File: src/rtl/jtag_seq_pkg.sv
package jtag_seq_pkg;

   typedef enum logic [2:0] {
      OP_TAP_RESET   = 3'd0,
      OP_TO_SHIFT_IR = 3'd1,
      OP_TO_SHIFT_DR = 3'd2,
      OP_IR_XFER     = 3'd3,
      OP_DR_XFER     = 3'd4,
      OP_TO_IDLE     = 3'd5,
      OP_RSVD6       = 3'd6,
      OP_RSVD7       = 3'd7
   } jseq_op_e;

   typedef enum logic [1:0] {
      PH_SETUP = 2'd0,
      PH_HIGH  = 2'd1,
      PH_LOW   = 2'd2
   } jseq_phase_e;

   // pulse counts of the fixed TMS walks
   localparam int unsigned RESET_PULSES   = 5;
   localparam int unsigned IR_WALK_PULSES = 5;
   localparam int unsigned DR_WALK_PULSES = 4;
   localparam int unsigned IDLE_PULSES    = 2;

endpackage

File: src/rtl/jtag_seq_divider.sv
// Phase timer: tick marks the last system clock of every TCK phase.
module jtag_seq_divider #(
   parameter int unsigned DIV_W = 8
)(
   input  logic             clk,
   input  logic             rst_n,
   input  logic             run,
   input  logic [DIV_W-1:0] half_cyc,
   output logic             tick
);

   logic [DIV_W-1:0] cnt_q;

   assign tick = run && (cnt_q == half_cyc);

   always_ff @(posedge clk or negedge rst_n) begin
      if (!rst_n) begin
         cnt_q <= '0;
      end else if (!run || tick) begin
         cnt_q <= '0;
      end else begin
         cnt_q <= cnt_q + 1'b1;
      end
   end

endmodule

File: src/rtl/jtag_seq_pulse.sv
// Three-phase pulse engine: setup (TCK low), high, low; sample at end of low.
module jtag_seq_pulse
   import jtag_seq_pkg::*;
(
   input  logic clk,
   input  logic rst_n,
   input  logic run,
   input  logic tick,
   output logic tck,
   output logic sample
);

   jseq_phase_e phase_q;
   logic        tck_q;

   assign tck    = tck_q;
   assign sample = run && tick && (phase_q == PH_LOW);

   always_ff @(posedge clk or negedge rst_n) begin
      if (!rst_n) begin
         phase_q <= PH_SETUP;
         tck_q   <= 1'b0;
      end else if (!run) begin
         phase_q <= PH_SETUP;
         tck_q   <= 1'b0;
      end else if (tick) begin
         case (phase_q)
            PH_SETUP: begin
               phase_q <= PH_HIGH;
               tck_q   <= 1'b1;
            end
            PH_HIGH: begin
               phase_q <= PH_LOW;
               tck_q   <= 1'b0;
            end
            default: begin
               phase_q <= PH_SETUP;
               tck_q   <= 1'b0;
            end
         endcase
      end
   end

endmodule

File: src/rtl/jtag_seq_capture.sv
// Indexed capture of TDO bits; each bit has its own enable decode.
module jtag_seq_capture #(
   parameter int unsigned MAX_LEN = 32,
   parameter int unsigned LEN_W   = 6
)(
   input  logic               clk,
   input  logic               rst_n,
   input  logic               clear,
   input  logic               wr_en,
   input  logic [LEN_W-1:0]   wr_idx,
   input  logic               wr_bit,
   output logic [MAX_LEN-1:0] bits
);

   for (genvar i = 0; i < MAX_LEN; i++) begin : g_bit
      logic bit_q;
      always_ff @(posedge clk or negedge rst_n) begin
         if (!rst_n) begin
            bit_q <= 1'b0;
         end else if (clear) begin
            bit_q <= 1'b0;
         end else if (wr_en && (wr_idx == LEN_W'(i))) begin
            bit_q <= wr_bit;
         end
      end
      assign bits[i] = bit_q;
   end

endmodule

File: src/rtl/jtag_seq_host.sv
module jtag_seq_host
   import jtag_seq_pkg::*;
#(
   parameter int unsigned MAX_LEN = 32,
   parameter int unsigned IR_W    = 4,
   parameter int unsigned DIV_W   = 8,
   localparam int unsigned LEN_W  = $clog2(MAX_LEN + 1)
)(
   input  logic               clk,
   input  logic               rst_n,
   input  logic [DIV_W-1:0]   clk_div,
   input  logic               cmd_valid,
   output logic               cmd_ready,
   input  logic [2:0]         cmd_op,
   input  logic [MAX_LEN-1:0] cmd_data,
   input  logic [LEN_W-1:0]   cmd_len,
   input  logic               cmd_exit,
   output logic               done,
   output logic [MAX_LEN-1:0] result,
   output logic               tck,
   output logic               tms,
   output logic               tdi,
   input  logic               tdo,
   input  logic               tgt_rst_req,
   output logic               tgt_rst_n
);

   // elaboration-time parameter checks
   if (MAX_LEN < RESET_PULSES || MAX_LEN < IR_W) begin : g_bad_len
      $error("jtag_seq_host: MAX_LEN must cover IR_W and the longest TMS walk");
   end
   if (IR_W < 1) begin : g_bad_ir
      $error("jtag_seq_host: IR_W must be at least 1");
   end
   if (DIV_W < 1) begin : g_bad_div
      $error("jtag_seq_host: DIV_W must be at least 1");
   end

   function automatic logic pick_tms(input jseq_op_e op, input logic [LEN_W-1:0] idx,
                                     input logic [LEN_W-1:0] n, input logic ext);
      logic fin;
      fin = (idx == n - LEN_W'(1));
      case (op)
         OP_TAP_RESET:   return 1'b1;
         OP_TO_SHIFT_IR: return (idx == LEN_W'(1)) || (idx == LEN_W'(2));
         OP_TO_SHIFT_DR: return (idx == LEN_W'(1));
         OP_TO_IDLE:     return (idx == LEN_W'(0));
         OP_IR_XFER:     return fin;
         OP_DR_XFER:     return ext && fin;
         default:        return 1'b0;
      endcase
   endfunction

   function automatic logic pick_tdi(input jseq_op_e op, input logic [MAX_LEN-1:0] word,
                                     input logic [LEN_W-1:0] idx);
      logic [MAX_LEN-1:0] sh;
      sh = word >> idx;
      if (op == OP_IR_XFER || op == OP_DR_XFER) begin
         return sh[0];
      end
      return 1'b0;
   endfunction

   jseq_op_e           op_in;
   jseq_op_e           op_q;
   logic [LEN_W-1:0]   req_len;
   logic [LEN_W-1:0]   cnt_q;
   logic [LEN_W-1:0]   idx_q;
   logic [LEN_W-1:0]   idx_nxt;
   logic [MAX_LEN-1:0] data_q;
   logic               exit_q;
   logic               busy_q;
   logic               done_q;
   logic               tms_q;
   logic               tdi_q;
   logic               rst_out_q;
   logic               accept;
   logic               last_pulse;
   logic               tick;
   logic               sample;
   logic               shift_op;

   assign op_in      = jseq_op_e'(cmd_op);
   assign accept     = cmd_valid && !busy_q;
   assign idx_nxt    = idx_q + LEN_W'(1);
   assign last_pulse = (idx_q == cnt_q - LEN_W'(1));
   assign shift_op   = (op_q == OP_IR_XFER) || (op_q == OP_DR_XFER);

   always_comb begin
      case (op_in)
         OP_TAP_RESET:   req_len = LEN_W'(RESET_PULSES);
         OP_TO_SHIFT_IR: req_len = LEN_W'(IR_WALK_PULSES);
         OP_TO_SHIFT_DR: req_len = LEN_W'(DR_WALK_PULSES);
         OP_TO_IDLE:     req_len = LEN_W'(IDLE_PULSES);
         OP_IR_XFER:     req_len = LEN_W'(IR_W);
         OP_DR_XFER:     req_len = (cmd_len > LEN_W'(MAX_LEN)) ? LEN_W'(MAX_LEN) : cmd_len;
         default:        req_len = '0;
      endcase
   end

   always_ff @(posedge clk or negedge rst_n) begin
      if (!rst_n) begin
         op_q   <= OP_TAP_RESET;
         cnt_q  <= '0;
         idx_q  <= '0;
         data_q <= '0;
         exit_q <= 1'b0;
         busy_q <= 1'b0;
         done_q <= 1'b0;
         tms_q  <= 1'b0;
         tdi_q  <= 1'b0;
      end else begin
         done_q <= 1'b0;
         if (accept) begin
            op_q   <= op_in;
            cnt_q  <= req_len;
            idx_q  <= '0;
            data_q <= cmd_data;
            exit_q <= cmd_exit;
            if (req_len == '0) begin
               done_q <= 1'b1;
            end else begin
               busy_q <= 1'b1;
               tms_q  <= pick_tms(op_in, '0, req_len, cmd_exit);
               tdi_q  <= pick_tdi(op_in, cmd_data, '0);
            end
         end else if (sample) begin
            if (last_pulse) begin
               busy_q <= 1'b0;
               done_q <= 1'b1;
               tms_q  <= 1'b0;
               tdi_q  <= 1'b0;
            end else begin
               idx_q <= idx_nxt;
               tms_q <= pick_tms(op_q, idx_nxt, cnt_q, exit_q);
               tdi_q <= pick_tdi(op_q, data_q, idx_nxt);
            end
         end
      end
   end

   always_ff @(posedge clk or negedge rst_n) begin
      if (!rst_n) begin
         rst_out_q <= 1'b1;
      end else begin
         rst_out_q <= ~tgt_rst_req;
      end
   end

   jtag_seq_divider #(.DIV_W(DIV_W)) u_div (
      .clk      (clk),
      .rst_n    (rst_n),
      .run      (busy_q),
      .half_cyc (clk_div),
      .tick     (tick)
   );

   jtag_seq_pulse u_pulse (
      .clk    (clk),
      .rst_n  (rst_n),
      .run    (busy_q),
      .tick   (tick),
      .tck    (tck),
      .sample (sample)
   );

   jtag_seq_capture #(.MAX_LEN(MAX_LEN), .LEN_W(LEN_W)) u_cap (
      .clk    (clk),
      .rst_n  (rst_n),
      .clear  (accept),
      .wr_en  (sample && shift_op),
      .wr_idx (idx_q),
      .wr_bit (tdo),
      .bits   (result)
   );

   assign cmd_ready = !busy_q;
   assign done      = done_q;
   assign tms       = tms_q;
   assign tdi       = tdi_q;
   assign tgt_rst_n = rst_out_q;

endmodule

File: config.mk
export PLATFORM = sky130hd
export DESIGN_NAME = jtag_seq_host
export DESIGN_NICKNAME = d
export VERILOG_FILES = /design/src/rtl/jtag_seq_pkg.sv /design/src/rtl/jtag_seq_divider.sv /design/src/rtl/jtag_seq_pulse.sv /design/src/rtl/jtag_seq_capture.sv /design/src/rtl/jtag_seq_host.sv
export SDC_FILE = /design/constraint.sdc
export NUM_CORES = 1
export LEC_CHECK = 0
export CORE_MARGIN = 2
export CORE_UTILIZATION = 55
export CTS_BUF_LIST = sky130_fd_sc_hd__clkbuf_4 sky130_fd_sc_hd__clkbuf_8
export DETAILED_ROUTE_END_ITERATION = 8
export PLACE_DENSITY = 0.83
export RECOVER_POWER = 50
export SLEW_MARGIN = 30
export SYNTH_ARGS = -nofsm -noshare
export SYNTH_HDL_FRONTEND = slang
export SYNTH_SLANG_ARGS = --single-unit
File: constraint.sdc
create_clock -name clk -period 2.94 [get_ports clk]
set_clock_uncertainty 0.2 [all_clocks]
set_input_delay 0.294 -clock clk [delete_from_list [all_inputs] [get_ports clk]]
set_output_delay 0.294 -clock clk [all_outputs]
set_load 0.02 [all_outputs]
* Word-level counts from Yosys, hierarchy flattened
Index checks and enable logic that the tools add are counted.
Widths: inputs -> output; s select.
** Word-level totals
- Bits in registers :: 96
- Input bits :: 55
- Word-level logic and storage cells :: 299
** Cells by class
- Add/sub/neg operators :: 4
- Order comparisons :: 1
- Eq/ne operators :: 51
- Shift-type cells :: 1
- Multiplexer cells :: 105
- Bitwise gates (word level) :: 1
- Reductions and logical operators :: 91
** Operators by type and width (count)
- $eq 6x5->1 const B :: 16
- $mux 1 :: 94
- $reduce_bool 2->1 :: 34
- $eq 6x4->1 const B :: 8
- $logic_and 1x1->1 :: 39
- $shr 32x6->1 :: 1
- $eq 6x3->1 const B :: 4
- $logic_not 6->1 :: 4
- $mux 6 :: 4
- $pmux 6 s4 :: 1
- $eq 6x2->1 const B :: 3
- $eq 3x2->1 const B :: 4
- $eq 3x3->1 const B :: 4
- $eq 6x1->1 const B :: 2
- $eq 6x6->1 :: 2
- $sub 6x1->6 const B :: 2
- $add 8x1->8 const B :: 1
- $eq 8x8->1 :: 1
- $mux 8 :: 1
- $add 6x1->6 const B :: 1
- $eq 3x1->1 const B :: 2
- $gt 6x6->1 const B :: 1
- $logic_not 3->1 :: 2
- $pmux 1 s6 :: 1
- other kinds (14) :: 22

* Logic depth before layout (Yosys ltp)
- Word-level depth :: 10
- Mapped depth :: 10

* Cells and area by module
From an unflattened synthesis, not the netlist that was laid out.
** Second synthesis, totals
- Cells, all modules :: 556
- Area total of the unflattened synthesis :: 5363.9 um2
** By module, submodules not included
- jtag_seq_host :: times used 1, cells each 321, area each 2877.8 um2, seq. area each 1327.5 um2
- jtag_seq_capture :: times used 1, cells each 180, area each 1890.6 um2, seq. area each 800.8 um2
- jtag_seq_divider :: times used 1, cells each 46, area each 500.5 um2, seq. area each 200.2 um2
- jtag_seq_pulse :: times used 1, cells each 9, area each 95.1 um2, seq. area each 50.0 um2

* Least setup slack after synthesis
Ideal clock, no wire load.
- Kind :: reg-to-reg
- Start point :: register idx_q[0]
- End point :: register tdi_q, in the netlist tdi
- Library setup time :: 129 ps
- Arrival time :: 2310 ps
- Path slack :: 301 ps
- Stages on the path, launching flop included :: 11
- Clock period less this slack :: 2639 ps
- Cell sequence :: dfrtp_1 -> buf_4 -> inv_1 -> ha_1 -> clkbuf_1 -> mux4_2 -> nor2b_1 -> a211oi_1 -> a21oi_1 -> o2111ai_1 -> nand3_1
** Between the ends
- Longest elaborated chain between the ends :: 7
- Elaborated cells on any way between the ends :: 8
- Classes of those cells :: 1 x add/sub; 1 x eq/ne; 1 x shift; 5 x mux
** Ends and longest elaborated chain
- from (decl) :: RTL line jtag_seq_host.sv:68 : logic [LEN_W-1:0] idx_q;
- from (signal assigned) :: RTL line jtag_seq_host.sv:134 : idx_q <= idx_nxt;
- $add 6x1->6 :: RTL line jtag_seq_host.sv:85 : assign idx_nxt = idx_q + LEN_W'(1);
- $shr 32x6->1 :: RTL line jtag_seq_host.sv:57 : sh = word >> idx;
- $mux 1 :: RTL line jtag_seq_host.sv:58 : if (op == OP_IR_XFER || op == OP_DR_XFER) begin
- $mux 1 :: RTL line jtag_seq_host.sv:61 : return 1'b0;
- $mux 1 (*) :: RTL line jtag_seq_host.sv:128 : if (last_pulse) begin
- $mux 1 (*) :: RTL line jtag_seq_host.sv:127 : end else if (sample) begin
- $mux 1 (*) :: RTL line jtag_seq_host.sv:114 : if (accept) begin
- to (signal assigned) :: RTL line jtag_seq_host.sv:125 : tdi_q <= pick_tdi(op_in, cmd_data, '0);
- to (signal assigned) :: RTL line jtag_seq_host.sv:136 : tdi_q <= pick_tdi(op_q, data_q, idx_nxt);
- to (decl) :: RTL line jtag_seq_host.sv:75 : logic tdi_q;
Mark *: on every way between the ends. The rest lies on a longest branch, timed or not. The select of a mux whose other input is x is not followed.
A chain may end at the register's enable or synchronous reset.

* Worst setup path in the final report
Ends and elaborated chain as after synthesis.

==> impl_metrics.env <==
export IMPL_rsz0062_at_grt="no"
export IMPL_dieArea_mm2=0.01027
export IMPL_period_needed_ns=2.595
export IMPL_setup_worst_path_end_class="flip-flop"
export IMPL_met3_length_um=477
export IMPL_dr_wl_met2_mm=5.616
export IMPL_synth_edf_count=0
export IMPL_intPower_mw=2.530
export IMPL_layout_cells_most_common_list="189 x nand2_1, 94 x dfrtp_1, 88 x clkdlybuf4s50_1"
export IMPL_p_per_area_mw_per_mm2=589.3
export IMPL_worstMarginPinSlew_ns=1.361
export IMPL_cts_max_level=3
export IMPL_hold_start="tdo"
export IMPL_reg2reg_to="tdi$_DFFE_PN0P_"
export IMPL_seqCellArea_mm2=0.002379
export IMPL_cts_root_buffer="clkbuf_8"
export IMPL_post_synth_cell_area_avg_um2=8.704
export IMPL_grt_max_degree=58
export IMPL_initial_utilization_pct=56.43
export IMPL_hold_viol=0
export IMPL_grt_ovfl_total=0
export IMPL_power_leakage_nw=2.797
export IMPL_synth_seq_cells=95
export IMPL_grt_usage_pct=22.86
export IMPL_fin_total_pwr_mw=3.679
export IMPL_highest_layer="met4"
export IMPL_n_antenna_cell=0
export IMPL_p_clk_share_pct=25.6
export IMPL_yosys_warnings=0
export IMPL_timing_fmax_mhz=385.4
export IMPL_max_slew_margin_pct=9.249
export IMPL_crit_required_ns=2.98
export IMPL_die_x_um=101.4
export IMPL_clock_sinks=95
export IMPL_power_frac_comb_pct=25.2
export IMPL_critPathArrivalTime_ns=2.63
export IMPL_synth_fp_nets=660
export IMPL_ys_async_sr_fraction_pct=100.0
export IMPL_antenna_found_initial=0
export IMPL_netlist_area_leader_share_pct=45.12
export IMPL_drtAntennaViolNets=0
export IMPL_startpoint_type="flip-flop"
export IMPL_postSynthCellCount=599
export IMPL_peakVddDrop_mv=0.4265
export IMPL_drc=0
export IMPL_synth_cell_type_count=48
export IMPL_firstDrtPassIters=5
export IMPL_cts_tree="yes"
export IMPL_numCtsBuffers=9
export IMPL_hold_depth=3
export IMPL_row_count=35
export IMPL_dp_hpwl_mm=7.929
export IMPL_cts_buffer_depth=2
export IMPL_place_gp_congestion=0.9146
export IMPL_maxCapViolations=0
export IMPL_synth_flop_cell="dfrtp_1"
export IMPL_setup_tns_ns=0
export IMPL_status="completed"
export IMPL_via_count=4257
export IMPL_vias_per_cell=5.416
export IMPL_holdPathEnd="u_cap.g_bit[21].bit_q$_DFFE_PN0P_"
export IMPL_grt_pass1_wl_mm=18.77
export IMPL_synth_area_top_cells="dfrtp_1 45%, nand2_1 14%, buf_4 4.8%, xor2_1 4.4%, nand3_1 4.1%"
export IMPL_n_fill_cell=732
export IMPL_synth_cell_area_mm2=0.005214
export IMPL_wl_per_cell_um=14.30
export IMPL_multi_input_area_mm2=0.002439
export IMPL_power_share_switching_pct=31.24
export IMPL_finalWirelength_mm=11.24
export IMPL_r2r_cells=9
export IMPL_drt_iter0_drc=253
export IMPL_regToRegSetupSlack_ns=0.35
export IMPL_wl_met1_mm=4.918
export IMPL_final_nets=713
export IMPL_design_area_mm2=0.006243
export IMPL_synthToLayoutAreaGrowth_pct=19.75
export IMPL_layout_commonest_cell="nand2_1"
export IMPL_seq_area_frac_synth_pct=45.62
export IMPL_switchingPower_mw=1.150
export IMPL_synth_top_area_cell="dfrtp_1"
export IMPL_placed_area_mm2=0.006032
export IMPL_clock_latency_ns=0.36
export IMPL_ctsResizeCount=0
export IMPL_pin_count=93
export IMPL_die_h_um=101.4
export IMPL_r2r_start="idx_q[0]$_DFFE_PN0P_"
export IMPL_grt_pass1_vias=4127
export IMPL_cts_reportedPaths_clkPinSlew_ns=0.10
export IMPL_core_area_mm2=0.009240
export IMPL_port_buffers=92
export IMPL_drive_gt1_share_pct=7.002
export IMPL_crit_type="reg2reg"
export IMPL_path_max_fanout=7
export IMPL_hold_path_class="in2reg"
export IMPL_slew_viol_final=0
export IMPL_finalSetupViolCount=0
export IMPL_p_seq_share_pct=49.2
export IMPL_fin_crit_sh_pct=88.26
## worst max-delay path by stage
stage | cells past startpoint | to | start
after floorplan | 10 | tdi$_DFFE_PN0P_ | idx_q[0]$_DFFE_PN0P_
after global placement | 8 | u_cap.g_bit[10].bit_q$_DFFE_PN0P_ | clk_div[1]
after detailed placement | 8 | u_cap.g_bit[9].bit_q$_DFFE_PN0P_ | clk_div[1]
after CTS | 9 | tdi$_DFFE_PN0P_ | idx_q[0]$_DFFE_PN0P_
after global routing | 7 | u_cap.g_bit[10].bit_q$_DFFE_PN0P_ | u_div.cnt_q[0]$_DFF_PN0_
final | 9 | tdi$_DFFE_PN0P_ | idx_q[0]$_DFFE_PN0P_
## state kept, by name, indices dropped and copies added, names as in the netlist, 3 cells and up
name               flops
data_q                32
u_cap.g_bit.bit_q     32
u_div.cnt_q            8
cnt_q                  6
idx_q                  6
op_q                   3
## repair_timing
item                                   in CTS  in global routing
buffers inserted                            0                  0
hold buffers                                1                  0
endpoints found under the hold margin      38                  0
## routing by layer
metal  vias to the layer above  GRT usage (%)
li1                       2055              -
met1                      2055          29.60
met2                       129          38.87
met3                        18          3.382
met4                         0          9.044
met5                         -              0
## power groups by stage
stage | clock network, mW | logic [mW] | registers, mW
2_1_floorplan | 0 | 0.673 | 1.78
3_3_place_gp | 0 | 0.889 | 1.81
3_5_place_dp | 0 | 0.926 | 1.83
4_1_cts | 0.958 | 0.938 | 1.81
5_1_grt | 1.01 | 1.04 | 1.85
6_report | 0.942 | 0.927 | 1.81
## cell families after synthesis
kind of cell	after synthesis	synth area share (%)
fa+ha+maj	6	1.440
simple gates	311	26.25
compound gates	59	6.960
xor+xnor	40	6.983
flops	95	45.62
buf+inv	72	7.751
mux	16	4.992
## worst max-delay path, stage by stage, from the launching register on
cell	delay, ns
dfrtp_1	0.52
inv_1	0.11
ha_1	0.33
buf_4	0.17
mux4_2	0.27
nor2b_1	0.14
a211oi_1	0.21
a21oi_1	0.09
o2111ai_1	0.31
nand3_1	0.11
## stage by stage
step,hold WS [ns],setup slack [ns],instances,util [%]
final,0.2464,0.3452,786,67.57
after global routing,0.2587,0.2103,786,67.57
after CTS,0.2029,0.3868,786,67.77
after detailed placement,0.09803,0.1877,769,65.28
after global placement,0.09044,0.2844,769,65.34
after floorplan,-0.2016,0.3007,599,-
## Yosys cell counts (2+ instances only)
cell,instances
inv_1,8
clkbuf_1,23
xnor2_1,13
mux2i_1,8
nand2b_1,3
nand3_1,43
nand4_1,2
nand3b_1,5
a21oi_1,37
a211oi_1,3
ha_1,6
nor3_1,9
nor4_1,2
o21ai_0,5
o31ai_1,2
and2_1,5
xor2_1,26
and3_1,6
nand2_1,189
buf_4,33
dfrtp_1,94
nor2b_1,3
nor2_1,32
o22ai_1,2
buf_2,8
nor3b_1,2
mux4_2,8
and3b_1,2
## final cells by class
type	instances	area share, %
Inverter	8	0.4810
Multi-Input combinational cell	432	39.06
Clock buffer	9	1.984
Timing Repair Buffer	106	16.25
Clock inverter	7	1.543
Sequential cell	95	38.10
Tap cell	129	2.585
Power figures use the tool's default switching activity.
